### config.mk
export PLATFORM = sky130hd
export DESIGN_NAME = cubic_lms_corrector
export DESIGN_NICKNAME = d
export VERILOG_FILES = /design/src/rtl/cubic_pkg.sv /design/src/rtl/sat_narrow.sv /design/src/rtl/cube_path.sv /design/src/rtl/lms_ctrl.sv /design/src/rtl/cubic_lms_corrector.sv
export SDC_FILE = /design/constraint.sdc
export NUM_CORES = 2
export LEC_CHECK = 0
export BUFFER_PORTS_ARGS = -buffer_cell sky130_fd_sc_hd__clkbuf_2
export CORE_ASPECT_RATIO = 0.9
export CORE_UTILIZATION = 60
export DETAILED_ROUTE_END_ITERATION = 16
export GPL_TIMING_DRIVEN = 0
export PLACE_DENSITY = 0.77
export SLEW_MARGIN = 0
export SYNTH_ARGS = -nofsm -noshare
export SYNTH_HDL_FRONTEND = slang
export SYNTH_SLANG_ARGS = --single-unit
### constraint.sdc
create_clock -name clk -period 10.28 [get_ports clk]
set_input_delay 2.056 -clock clk [delete_from_list [all_inputs] [get_ports clk]]
set_output_delay 2.056 -clock clk [all_outputs]
set_load 0.1 [all_outputs]
### src/rtl/cubic_pkg.sv
package cubic_pkg;

    typedef enum logic [1:0] {
        ST_LISTEN = 2'd0,
        ST_MULT   = 2'd1,
        ST_COMMIT = 2'd2,
        ST_FROZEN = 2'd3
    } lms_state_t;

endpackage

### src/rtl/sat_narrow.sv
module sat_narrow #(
    parameter int IW = 20,
    parameter int OW = 16
) (
    input  logic signed [IW-1:0] din,
    output logic signed [OW-1:0] dout
);
    generate
        if (IW <= OW) begin : g_pass
            assign dout = OW'(din);
        end else begin : g_clip
            localparam int TW = IW - OW + 1;
            logic [TW-1:0] top_bits;
            logic          fits;
            assign top_bits = din[IW-1:OW-1];
            assign fits     = (&top_bits) | (~|top_bits);
            always_comb begin
                if (fits)
                    dout = din[OW-1:0];
                else if (din[IW-1])
                    dout = {1'b1, {(OW-1){1'b0}}};
                else
                    dout = {1'b0, {(OW-1){1'b1}}};
            end
        end
    endgenerate
endmodule

### src/rtl/cube_path.sv
module cube_path #(
    parameter int RW = 12,
    parameter int CW = 16,
    parameter int CF = 14
) (
    input  logic                 clk,
    input  logic                 rst_n,
    input  logic signed [RW-1:0] res_in,
    input  logic                 res_vld,
    input  logic signed [CW-1:0] coef,
    output logic signed [RW-1:0] res_out,
    output logic                 res_out_vld
);
    localparam int SW  = RW + 1;      // scaled square / cube
    localparam int QW  = 2 * RW;      // full square
    localparam int KW  = SW + RW;     // full cube product
    localparam int MW  = CW + SW;     // coefficient times cube
    localparam int DW2 = MW + 1;      // subtraction headroom

    logic signed [RW-1:0] r1, r2, r3;
    logic signed [CW-1:0] c1, c2;
    logic                 v1, v2, v3, v4;
    logic signed [SW-1:0] sq1, cu2;
    logic signed [MW-1:0] cr3;
    logic signed [RW-1:0] out4;

    logic signed [QW-1:0]  sq_full, sq_sh;
    logic signed [KW-1:0]  cu_full, cu_sh;
    logic signed [MW-1:0]  mc_full;
    logic signed [DW2-1:0] dif;
    logic signed [RW-1:0]  dif_sat;

    assign sq_full = QW'(res_in) * QW'(res_in);
    assign sq_sh   = sq_full >>> (RW - 1);
    assign cu_full = KW'(sq1) * KW'(r1);
    assign cu_sh   = cu_full >>> (RW - 1);
    assign mc_full = MW'(c2) * MW'(cu2);
    assign dif     = DW2'(r3) - DW2'(cr3);

    sat_narrow #(.IW(DW2), .OW(RW)) u_out_sat (
        .din  (dif),
        .dout (dif_sat)
    );

    always_ff @(posedge clk or negedge rst_n) begin
        if (!rst_n) begin
            r1   <= '0;
            r2   <= '0;
            r3   <= '0;
            c1   <= '0;
            c2   <= '0;
            v1   <= 1'b0;
            v2   <= 1'b0;
            v3   <= 1'b0;
            v4   <= 1'b0;
            sq1  <= '0;
            cu2  <= '0;
            cr3  <= '0;
            out4 <= '0;
        end else begin
            // stage 1: square
            r1  <= res_in;
            c1  <= coef;
            v1  <= res_vld;
            sq1 <= sq_sh[SW-1:0];
            // stage 2: cube
            r2  <= r1;
            c2  <= c1;
            v2  <= v1;
            cu2 <= cu_sh[SW-1:0];
            // stage 3: scaled correction term
            r3  <= r2;
            v3  <= v2;
            cr3 <= mc_full >>> CF;
            // stage 4: subtract and clamp
            v4   <= v3;
            out4 <= dif_sat;
        end
    end

    assign res_out     = out4;
    assign res_out_vld = v4;
endmodule

### src/rtl/lms_ctrl.sv
module lms_ctrl
    import cubic_pkg::*;
#(
    parameter int DW    = 16,
    parameter int GW    = 16,
    parameter int CW    = 16,
    parameter int SHIFT = 13
) (
    input  logic                 clk,
    input  logic                 rst_n,
    input  logic signed [DW-1:0] dist_outer,
    input  logic signed [DW-1:0] dist_inner,
    input  logic signed [GW-1:0] grad_wt,
    input  logic                 dist_vld,
    input  logic                 hold,
    output logic signed [CW-1:0] coef,
    output lms_state_t           state
);
    localparam int EW   = DW + 1;
    localparam int PRW  = EW + GW;
    localparam int SUMW = ((PRW > CW) ? PRW : CW) + 1;

    lms_state_t st, st_nx;

    logic signed [EW-1:0]   e_q, e_nx;
    logic signed [GW-1:0]   g_q;
    logic signed [PRW-1:0]  p_q;
    logic signed [CW-1:0]   coef_q, coef_sat;
    logic signed [SUMW-1:0] coef_sum;

    assign e_nx     = EW'(dist_outer) - EW'(dist_inner);
    assign coef_sum = SUMW'(coef_q) + SUMW'(p_q >>> SHIFT);

    sat_narrow #(.IW(SUMW), .OW(CW)) u_coef_sat (
        .din  (coef_sum),
        .dout (coef_sat)
    );

    // state register
    always_ff @(posedge clk or negedge rst_n) begin
        if (!rst_n)
            st <= ST_LISTEN;
        else
            st <= st_nx;
    end

    // next state
    always_comb begin
        st_nx = st;
        if (hold) begin
            st_nx = ST_FROZEN;
        end else begin
            unique case (st)
                ST_LISTEN: if (dist_vld) st_nx = ST_MULT;
                ST_MULT:   st_nx = ST_COMMIT;
                ST_COMMIT: st_nx = ST_LISTEN;
                ST_FROZEN: st_nx = ST_LISTEN;
            endcase
        end
    end

    // per-state datapath actions
    always_ff @(posedge clk or negedge rst_n) begin
        if (!rst_n) begin
            e_q    <= '0;
            g_q    <= '0;
            p_q    <= '0;
            coef_q <= '0;
        end else if (!hold) begin
            unique case (st)
                ST_LISTEN: begin
                    if (dist_vld) begin
                        e_q <= e_nx;
                        g_q <= grad_wt;
                    end
                end
                ST_MULT:   p_q <= PRW'(e_q) * PRW'(g_q);
                ST_COMMIT: coef_q <= coef_sat;
                ST_FROZEN: ;
            endcase
        end
    end

    assign coef  = coef_q;
    assign state = st;
endmodule

### src/rtl/cubic_lms_corrector.sv
module cubic_lms_corrector
    import cubic_pkg::*;
#(
    parameter int RW    = 12,
    parameter int DW    = 16,
    parameter int GW    = 16,
    parameter int CW    = 16,
    parameter int CF    = 14,
    parameter int SHIFT = 13
) (
    input  logic                 clk,
    input  logic                 rst_n,
    input  logic signed [RW-1:0] res_in,
    input  logic                 res_vld,
    input  logic signed [DW-1:0] dist_outer,
    input  logic signed [DW-1:0] dist_inner,
    input  logic signed [GW-1:0] grad_wt,
    input  logic                 dist_vld,
    input  logic                 hold,
    output logic signed [RW-1:0] res_out,
    output logic                 res_out_vld,
    output logic signed [CW-1:0] coef_out
);
    logic signed [CW-1:0] coef_w;
    lms_state_t           lms_st;

    lms_ctrl #(
        .DW(DW), .GW(GW), .CW(CW), .SHIFT(SHIFT)
    ) u_lms (
        .clk        (clk),
        .rst_n      (rst_n),
        .dist_outer (dist_outer),
        .dist_inner (dist_inner),
        .grad_wt    (grad_wt),
        .dist_vld   (dist_vld),
        .hold       (hold),
        .coef       (coef_w),
        .state      (lms_st)
    );

    cube_path #(
        .RW(RW), .CW(CW), .CF(CF)
    ) u_cube (
        .clk         (clk),
        .rst_n       (rst_n),
        .res_in      (res_in),
        .res_vld     (res_vld),
        .coef        (coef_w),
        .res_out     (res_out),
        .res_out_vld (res_out_vld)
    );

    assign coef_out = coef_w;
endmodule

# Word-level counts from Yosys, hierarchy flattened
# Cells that the tools add are included.
# W data, S select, Z words.
totals:
  ff_bits: 209
  latchBits: 0
  ramBits: 0
  romBits: 0
  in_bits: 65
  output_inout_bits: 29
  mem_count: 0
op_classes:
  addsub: 3
  n_mul: 4
  n_div: 0
  n_lt_le_gt_ge: 0
  n_eq_ne: 4
  n_shift: 0
  mux: 7
  n_bitwise: 3
  n_reduce_logical: 11
ops:
  columns: ["op", "count"]
  rows:
  - ["$reduce_and A19 Y1", 2]
  - ["$reduce_or A19 Y1", 2]
  - ["$mul A17 B16 Y33", 1]
  - ["$mux W16", 2]
  - ["$mul A16 B13 Y29", 1]
  - ["$mul A12 B12 Y24", 1]
  - ["$mul A13 B12 Y24", 1]
  - ["$mux W12", 2]
  - ["$add A16 B20 Y21", 1]
  - ["$sub A16 B16 Y17", 1]
  - ["$sub A12 B15 Y16", 1]
  - ["$pmux W2 S3", 1]
  - ["$eq A2 B2 Y1 const B", 2]
  - ["$mux W2", 2]
  - ["$reduce_and A2 Y1", 2]
  - ["$ne A3 B3 Y1 const B", 1]
  - ["$reduce_and A3 Y1", 1]
  - ["$eq A2 B1 Y1 const B", 1]
  - ["$logic_not A1 Y1", 2]
  - ["$logic_not A2 Y1", 1]
  - ["$or A1 B1 Y1", 2]
  - ["$reduce_or A2 Y1", 1]
  - ["$not A1 Y1", 1]

# Logic depth before layout (Yosys ltp)
logic_depth:
  ltp_word: 5
  depth_mapped: 24
  depth_no_buf: 23

# Modules after synthesis
# A second synthesis with hierarchy kept.
hier_totals:
  cells_unflattened: 3679
  area_unflattened_um2: 35426.5
by_module_without_submodules:
  columns: ["module", "n_inst", "cells_per_inst", "area_each_um2", "seq_area_each_um2"]
  rows:
  - ["cube_path", 1, 2078, 20802.5, 3128.0]
  - ["lms_ctrl", 1, 1531, 14107.3, 1776.7]
  - ["sat_narrow at u_lms.u_coef_sat", 1, 33, 261.5, 0.0]
  - ["sat_narrow at u_cube.u_out_sat", 1, 37, 255.2, 0.0]

# Worst setup path after synthesis
# Ideal clock, no wire load.
synth_path:
  kind: "in2reg"
  from: "in res_in[6]"
  to: "reg u_cube.sq1[12]"
  setup_time_ns: 0.125
  arrival_ns: 7.053
  required_ns: 10.155
  slack_ns: 3.102
  stages: 20
  path_buffers: 1
  path_cell_list: "clkbuf_1 -> inv_1 -> nor2_1 -> fa_1 -> inv_1 -> fa_1 -> fa_1 -> inv_1 -> fa_1 -> fa_1 -> ha_1 -> o41ai_1 -> a21oi_1 -> a2111o_1 -> nand2_1 -> o211ai_1 -> a311o_1 -> a21oi_1 -> o21bai_1 -> xnor2_1"
synth_via:
  elab_chain_len: 1
synth_lines:
  columns: ["item", "line_no", "source"]
  rows:
  - ["from (decl)", "cubic_lms_corrector.sv:13", "input logic signed [RW-1:0] res_in,"]
  - ["$mul A12 B12 Y24", "cube_path.sv:33", "assign sq_full = QW'(res_in) * QW'(res_in);"]
  - ["via u_cube.sq_full[23]", "cube_path.sv:27", "logic signed [QW-1:0] sq_full, sq_sh;"]
  - ["to (signal assigned)", "cube_path.sv:65", "sq1 <= sq_sh[SW-1:0];"]
  - ["to (decl)", "cube_path.sv:23", "logic signed [SW-1:0] sq1, cu2;"]
# The timed path passes the listed nets, and every way through them passes these cells.
# A chain may end at the register's enable or synchronous reset.

# Final worst setup path
layout_path:
  from: "reg u_lms.g_q[7]"
  to: "reg u_lms.p_q[31]"
layout_via:
  elab_chain_len: 1
layout_lines:
  columns: ["item", "line_no", "source"]
  rows:
  - ["from (decl)", "lms_ctrl.sv:26", "logic signed [GW-1:0] g_q;"]
  - ["from (signal assigned)", "lms_ctrl.sv:74", "g_q <= grad_wt;"]
  - ["$mul A17 B16 Y33", "lms_ctrl.sv:77", "ST_MULT: p_q <= PRW'(e_q) * PRW'(g_q);"]
  - ["to (signal assigned)", "lms_ctrl.sv:77", null]
  - ["to (decl)", "lms_ctrl.sv:27", "logic signed [PRW-1:0] p_q;"]
# No other way between the ends.

==> flow_metrics.py <==
metrics = {
    "timing": {
        "min_period_ps": 7443,
        "hold-worst-slack_ps": 351.4,
        "max_clock_freq_ghz": 0.1344,
        "relSlewSlack_pct": 36.78,
        "clock-skew-final_ps": 14.09,
        "fin_crit_sh_pct": 72.41,
        "setup_viol": 0,
        "hold_viol_final": 0,
        "rsz0062_at_grt": "no",
        "final_max_slew_viol_count": 0,
        "tightest_slew_ps": 944.1,
        "fin_setup_tns_ps": 0,
    },
    "clock_network": {
        "cts_hold_buffers": 0,
        "clkTransAtPathRegs_ps": 90,
        "cts-htree-levels": 4,
        "clock-sinks": 196,
        "post_cts_buffers": 0,
        "cts_inserted_buffers": 17,
        "post_cts_resized": 0,
        "cts.path.max_buffers": 2,
        "cts_tree": "done",
        "insertion_delay_ps": 480,
        "clockRootBuffer": "clkbuf_16",
    },
    "synth": {
        "synth_area_um2": 35270,
        "yosys_warnings": 0,
        "post_synth.cell_area_avg_um2": 9.533,
        "synth-main-ff-cell": "dfrtp_1",
        "synth_area_leaders": "fa_1, dfrtp_1, ha_1",
        "async_flop_share_pct": 100.0,
        "synth_top_cell_by_area": "fa_1",
        "synth_seq_area_share_pct": 13.91,
        "ys_ff_latch": 196,
        "synth_cell_types": 71,
        "synth_fp_nets": 4800,
        "synthDominantCellAreaShare_pct": 41.72,
        "synth-edff-count": 0,
        "synth_cells": 3700,
    },
    "cells_and_area": {
        "regArea_um2": 4905,
        "drive_above_1_share_pct": 4.417,
        "finalNonFillerCells": 4591,
        "final_core_utilization_pct": 64.99,
        "multiInputGateArea_um2": 26540,
        "n_fill_cell": 4646,
        "nets": 4913,
        "area_growth_pct": 6.002,
        "diodes": 0,
    },
    "floorplanning": {
        "dieArea_um2": 59760,
        "core_area_um2": 57530,
        "ioPinCount": 94,
        "core.rowCount": 83,
        "fp.dieW_um": 257.6,
        "die_h_um": 232.0,
        "start_util_pct": 61.31,
    },
    "route": {
        "drc": 0,
        "drt_wl_total_mm": 76.47,
        "vias_per_cell": 5.380,
        "routedWlPerCell_um": 16.66,
        "firstDrtPassIters": 5,
        "drtIter0Drc": 1625,
        "ant_nets": 0,
        "vias": 24700,
    },
    "worst_setup_path": {
        "crit_path_end_kind": "flop",
        "cp_max_fo": 10,
        "crit_start": "u_lms.g_q[7]",
        "cpMaxStageDelayCell": "clkbuf_1",
        "crit_type": "reg2reg",
        "crit_chain": "clkbuf_1 > clkbuf_1 > nand2_1 > fa_1 > inv_1 > fa_1 > inv_1 > fa_1 > inv_1 > fa_1 > fa_1 > inv_1 > fa_1 > inv_1 > ha_1 > inv_1 > o311ai_1 > o211ai_1 > a211oi_2 > nor3_1 > or4_1 > nand3_1",
        "r2r_start": "u_lms.g_q[7]",
        "critPathArrivalTime_ps": 7860,
        "cp_slowest_stage_delay_ps": 610,
        "cp-start-kind": "flop",
        "worstPathRequired_ps": 10700,
    },
    "global_route": {
        "grt_pass1_vias": 25830,
        "grt_overflow_total": 0,
        "grt_pass1_wl_mm": 128.8,
        "grtUsageTotal_pct": 27.23,
        "antenna_found_initial": 0,
        "grt_max_degree": 101,
    },
    "min_path": {
        "hold_path.class": "reg2reg",
        "hold_start": "u_cube.v3",
    },
    "status": {
        "run_status": "completed",
    },
    "place": {
        "hpwlAfterDp_mm": 64.78,
        "portBuffers": 93,
        "globalplace.congestion": 0.9673,
        "placed_cells": 4559,
    },
    "job": {
        "cap_violations": 0,
    },
}
[state kept, by name, summed over array words and instances (netlist names), 13 cells and up]
register and flops:
u_cube.c1 16, u_cube.c2 16, u_cube.cr3 15, u_cube.cu2 13, u_cube.sq1 13, u_lms.coef 16, u_lms.e_q 17, u_lms.g_q 16
u_lms.p_q 20
[cells by family (layout without fill, tap and decap cells)]
kind of cell,count (synthesis),after routing,synth area share [%]
mux,1,1,0.03192
buf+inv,1016,1142,10.85
flops,196,196,13.91
compound gates,296,296,5.789
simple gates,1039,1039,14.16
xor+xnor,117,117,2.905
fa+ha+maj,1035,1035,52.36
[worst paths after layout]
kind,cells after the start,slack (ps),endpoint
setup / recovery,22,2840,u_lms.p_q[31]
hold / removal,0,350,u_cube.res_out_vld
setup reg to reg,22,2840,u_lms.p_q[31]
hold reg to reg,0,350,u_cube.res_out_vld
max in group asynchronous,2,7560,u_cube.r3[10]
min in group asynchronous,1,1610,u_lms.g_q[1]
[worst max-delay path: cells and delay by family (launching register included)]
| family | cells | cell delay, ps |
|---|---|---|
| compound gates | 3 | 1390 |
| fa+ha+maj | 7 | 3320 |
| buf+inv | 8 | 1420 |
| flops | 1 | 340 |
| simple gates | 4 | 940 |
[cell usage in the layout (no fill, tap or decap), types with 31 or more instances in the layout]
cell        n
and2_1    280
clkbuf_1  118
a21oi_1    64
fa_1      735
xor2_1     36
nor3_1     31
ha_1      300
nand2_1   502
dfrtp_1   196
inv_1     889
o21ai_0    70
clkbuf_2   92
nor2_1     85
xnor2_1    81
nand2b_1   40
[metal layers]
| metal | track usage, % | share of wire (%) |
|---|---|---|
| met5 | 0 | 0 |
| met4 | 6.971 | 2.1 |
| met1 | 38.90 | 43 |
| met3 | 4.988 | 8.2 |
| met2 | 43.18 | 47 |
[Yosys cell counts, types with 16 or more instances]
cell      instances
nand2_1         502
nor3_1           31
xor2_1           36
nor2_1           85
nand2b_1         40
dfrtp_1         196
o21a_1           20
o21ai_0          70
nor2b_1          16
a21o_1           21
nand3_1          24
and2_1          280
ha_1            300
and3_1           16
inv_1           889
xnor2_1          81
clkbuf_1        118
fa_1            735
a21oi_1          64
[metrics by stage]
step / worst slack, ps / area, um^2
6_report: 2837 / 37390
5_1_grt: 2459 / 37390
4_1_cts: 2852 / 37390
3_5_place_dp: 2336 / 36730
3_3_place_gp: 2363 / 36700
2_1_floorplan: 3102 / 35270
[area by class of cell]
cell class / instances / share of cell area (%)
Timing Repair Buffer: 94 / 1.342
Multi-Input combinational cell: 2488 / 70.98
Inverter: 890 / 8.935
Tap cell: 765 / 2.560
Clock buffer: 17 / 1.138
Buffer: 126 / 1.302
Clock inverter: 15 / 0.6224
Sequential cell: 196 / 13.12
Power is not shown: default switching activity piles up to over one toggle a cycle in this logic, so the estimate is an artifact.
